`src/rtl/prng64_gen.sv`:
```
module prng64_gen #(
  parameter logic [63:0] RESET_SEED = 64'h9E37_79B9_7F4A_7C15,
  parameter logic [63:0] ZERO_SEED  = 64'h0123_4567_89AB_CDEF
) (
  input  logic        clk,
  input  logic        rst,
  input  logic        load,
  input  logic [63:0] seed,
  input  logic        step,
  output logic [63:0] rnd,
  output logic        rnd_valid
);
  localparam int W      = 64;
  localparam int HALF   = W / 2;
  localparam int STAGES = 2;

  function automatic logic [W-1:0] half_step(input logic [W-1:0] s);
    logic [W-1:0] mix;
    mix = (s << 1) ^ (s << 2);
    return (s << HALF) | (mix >> HALF);
  endfunction

  logic [W-1:0] state;
  logic [W-1:0] stage [STAGES+1];
  logic [W-1:0] seed_fix;
  logic         adv;

  assign stage[0] = state;

  genvar g;
  generate
    for (g = 0; g < STAGES; g++) begin : g_half
      assign stage[g+1] = half_step(stage[g]);
    end
  endgenerate

  assign seed_fix = (seed[W-2:0] == '0) ? ZERO_SEED : seed;
  assign adv      = step & ~load;

  always_ff @(posedge clk) begin
    if (rst) begin
      state     <= RESET_SEED;
      rnd_valid <= 1'b0;
    end else begin
      rnd_valid <= adv;
      if (load)     state <= seed_fix;
      else if (adv) state <= stage[STAGES];
    end
  end

  assign rnd = state;
endmodule

```
`config.mk`:
```
export PLATFORM = sky130hd
export DESIGN_NAME = prng64_gen
export DESIGN_NICKNAME = d
export VERILOG_FILES = /design/src/rtl/prng64_gen.sv
export SDC_FILE = /design/constraint.sdc
export NUM_CORES = 1
export LEC_CHECK = 0
export BUFFER_PORTS_ARGS = -buffer_cell sky130_fd_sc_hd__buf_2
export CAP_MARGIN = 20
export CORE_ASPECT_RATIO = 0.8
export CORE_MARGIN = 1
export CORE_UTILIZATION = 40
export CTS_CLUSTER_SIZE = 16
export DETAILED_ROUTE_END_ITERATION = 16
export PLACE_DENSITY_LB_ADDON = 0.15
export SYNTH_ARGS = -nofsm -noshare
export SYNTH_HDL_FRONTEND = slang
export SYNTH_SLANG_ARGS = --single-unit
```
`constraint.sdc`:
```
create_clock -name clk -period 2.2 [get_ports clk]
set_input_delay 0.22 -clock clk [delete_from_list [all_inputs] [get_ports clk]]
set_output_delay 0.22 -clock clk [all_outputs]
set_load 0.01 [all_outputs]
```
==> metrics.md <==
| Metric | Value |
|---|---|
| Hold Path Class | input port to register |
| Longest Clk Path Bufs | 2 |
| Cts hold-fix bufs | 0 |
| Hold_sp | seed[28] |
| Crit share post-route | 81.67% |
| P&R area growth vs syn | 29.75% |
| Arrival time of the worst setup path | slightly above 2 ns |
| Worst path cell trace | buf_2 -> nor4_1 -> nand4_1 -> or4_1 -> buf_4 -> a31oi_1 |
| Fill count | between 800 and 900 |
| Antenna violations before repair | 0 |
| Setup TNS | 0 ns |
| Root Buffer | clkbuf_16 |
| Largest net degree at the start of global routing | a little under 60 |
| Port Buffers | 132 |
| Final Hold Violating Endpoints | 0 |
| Final setup viols | 0 |
| Max-cap violations | 0 |
| Worst hold stages | 2 |
| Site row count | 30 |
| Clock slew at reported path FFs | 0.06 ns |
| Setup Buffers After CTS | 0 |
| Avg Cell Area, Syn | a little under 8 um2 |
| Drt wl/cell | roughly 16 um |
| Die height | around 87 um |
| Pwr Density | ~770 nW/um2 |
| Vias | between 3000 and 4000 |
| Fin util | 54.48% |
| Critical Path Stages | 6 |
| Yosys reg bits | 65 |
| R2R depth | 4 |
| Min Hold Slack | 0.1105 ns |
| Layout Nets | about 640 |
| Crit. End Element | register |
| Sequential element share of the synthesized area | ~36% |
| Initial core utilization | between 40% and 50% |
| Critical Setup Path Class | input port to register |
| CP Launch Type | input port |
| Multi-input gate area | ~2100 um2 |
| Core ar. | approximately 8600 um2 |
| CP max-delay cell | or4_1 |
| VDD IR max | roughly 0.38 mV |
| Vias in the first global route | about 3300 |
| Mapped Cells | 457 |
| TritonCTS Buffers | 9 |
| Worst r2r src | rnd[61]$_SDFFE_PP0P_ |
| Crit path from | seed[28] |
| Data required, critical path | ~2.5 ns |
| Die area | between 9000 and 10000 um2 |
| I/O pins | between 100 and 150 |
| Vias per cell | between 5 and 6 |
| RSZ-0062 raised after global routing | no |
| Mapped Area | roughly 3600 um2 |
| Initial DRC count | approximately 200 |
| Crit path max fanout | 25 |
| Detailed placement HPWL | between 7 and 8 mm |
| Synth warnings | 0 |
| PostCTS Resize Cnt | 0 |
| CP bufs+invs | 2 |
| Cell family with most CP delay | simple AND/OR/NAND/NOR gates |
| Slew Limit Headroom | between 60% and 70% |
| Clock Sinks | 65 |
| Grt ovf | 0 |
| Diodes inserted | 0 |
| Fmax | about 560 MHz |
| First-pass GRT wire length | 16.97 mm |
| Placed Cells incl. Taps | about 670 |
| Gpl congestion | around 0.85 |
| Distinct cell type count after synthesis | 21 |
| Synthesized Nets | between 500 and 600 |
| Sequential Area | about 1300 um2 |
| Clk Latency, worst-skew pair | between 0.3 and 0.4 ns |
| Run status | completed |
| DIE WIDTH | ~110 um |
| Proportion of layout cells with a drive suffix above 1 | between 20% and 30% |
| H-tree levels | 3 |
| CTS tree | done |
| First-pass iteration count of the detailed router | 4 |
| Critical Path Max Stage Delay | between 0.5 and 0.6 ns |
| Final worst path period need | 1.797 ns |
| Non-filler instance count after layout | ~690 |
| Fin. max-slew vios | 0 |
| DRC viols | 0 |
| Total routed wirelength | approximately 11 mm |
| Leakage power | 1.963 nW |
| Actual slew at the worst max-slew pin | slightly below 0.5 ns |
| GRT Total Usage | about 23% |
| Clock skew | just over 0.006 ns |
| Post-DRT Antenna Nets | 0 |
[cells by family (layout without fill, tap and decap cells)]
logic type / Yosys count / after routing / share of synthesized area [%]
AO/OA/AOI/OAI: 143 / 143 / 25.99
buffers and inverters: 56 / 173 / 5.937
flip-flops: 65 / 65 / 35.90
XOR/XNOR: 64 / 64 / 15.46
AND/OR/NAND/NOR: 129 / 129 / 16.71
[registers in the layout, indices dropped and copies added, names as in the netlist]
signal	flops
rnd	64
rnd_valid	1
[metal layers]
metal / track usage [%] / wire length (um) / vias to the layer above
li1: - / - / 1837
met1: 32.89 / 5126 / 1739
met2: 35.39 / 4875 / 122
met3: 5.610 / 699 / 2
met4: 4.300 / 32 / 0
met5: 0 / 0 / -
[per-stage QoR]
stage / setup slack (ns) / power (mW) / instance area, um2
2_1_floorplan: 0.5331 / 1.885 / 3625
3_3_place_gp: 0.07230 / 2.149 / 4388
3_5_place_dp: 0.08121 / 2.161 / 4388
4_1_cts: 0.4090 / 3.665 / 4703
6_report: 0.4034 / 3.629 / 4703
5_1_grt: 0.2811 / 3.812 / 4703
[cells in the final DEF, fill, tap and decap left out, drive strengths merged]
master	instances
a211o	21
a211oi	33
a21oi	57
a311o	1
a311oi	1
a31oi	15
buf	142
bufinv	1
clkbuf	13
clkinv	1
dfxtp	65
inv	16
nand4	4
nor2	89
nor2b	1
nor3	1
nor3b	17
nor4	15
o21bai	15
or2	1
or4	1
xnor2	64
[worst reg2reg max path, cell delays in order, from the launching register on]
cell and delay [ns]:
dfxtp_1 0.34, xnor2_1 0.26, xnor2_1 0.09, a211oi_1 0.29, a311oi_1 0.08
[path summary, 6_finish.rpt]
path	to	slack, ns
worst max-delay path	rnd[3]$_SDFFE_PP0P_	0.40
worst min-delay path	rnd[28]$_SDFFE_PP1P_	0.11
worst max register to register	rnd[1]$_SDFFE_PP0P_	1.02
worst min register to register	rnd[10]$_SDFFE_PP1P_	0.66
[Yosys cell counts]
library cell   n  area, um2
nor2_1        89      334.1
dfxtp_1       65       1301
xnor2_1       64      560.5
a21oi_1       57      285.3
clkbuf_1      34      127.6
a211oi_1      33      247.7
a211o_1       21      183.9
nor3b_1       17      127.6
inv_1         16      60.06
a31oi_1       15      93.84
nor4_1        15      93.84
o21bai_1      15      112.6
buf_2          4      20.02
nand4_1        4      25.02
buf_1          2      7.510
a311o_1        1      10.01
a311oi_1       1      8.760
nor2b_1        1      6.260
nor3_1         1      5.000
or2_2          1      6.260
or4_1          1      7.510
[power by group]
part	internal (mW)	switching (mW)
Clock	0.992	0.499
Combinational	0.365	0.356
Sequential	1.28	0.140
Total	2.63	0.995
[layout make-up]
type / instances / share of cell area [%]
Clock inverter: 2 / 0.7449
Inverter: 16 / 1.277
Timing Repair Buffer: 142 / 16.55
Multi-Input combinational cell: 336 / 44.83
Sequential cell: 65 / 27.67
Clock buffer: 13 / 5.959
Tap cell: 112 / 2.980
Note: power is estimated with default switching activity, not from simulation.
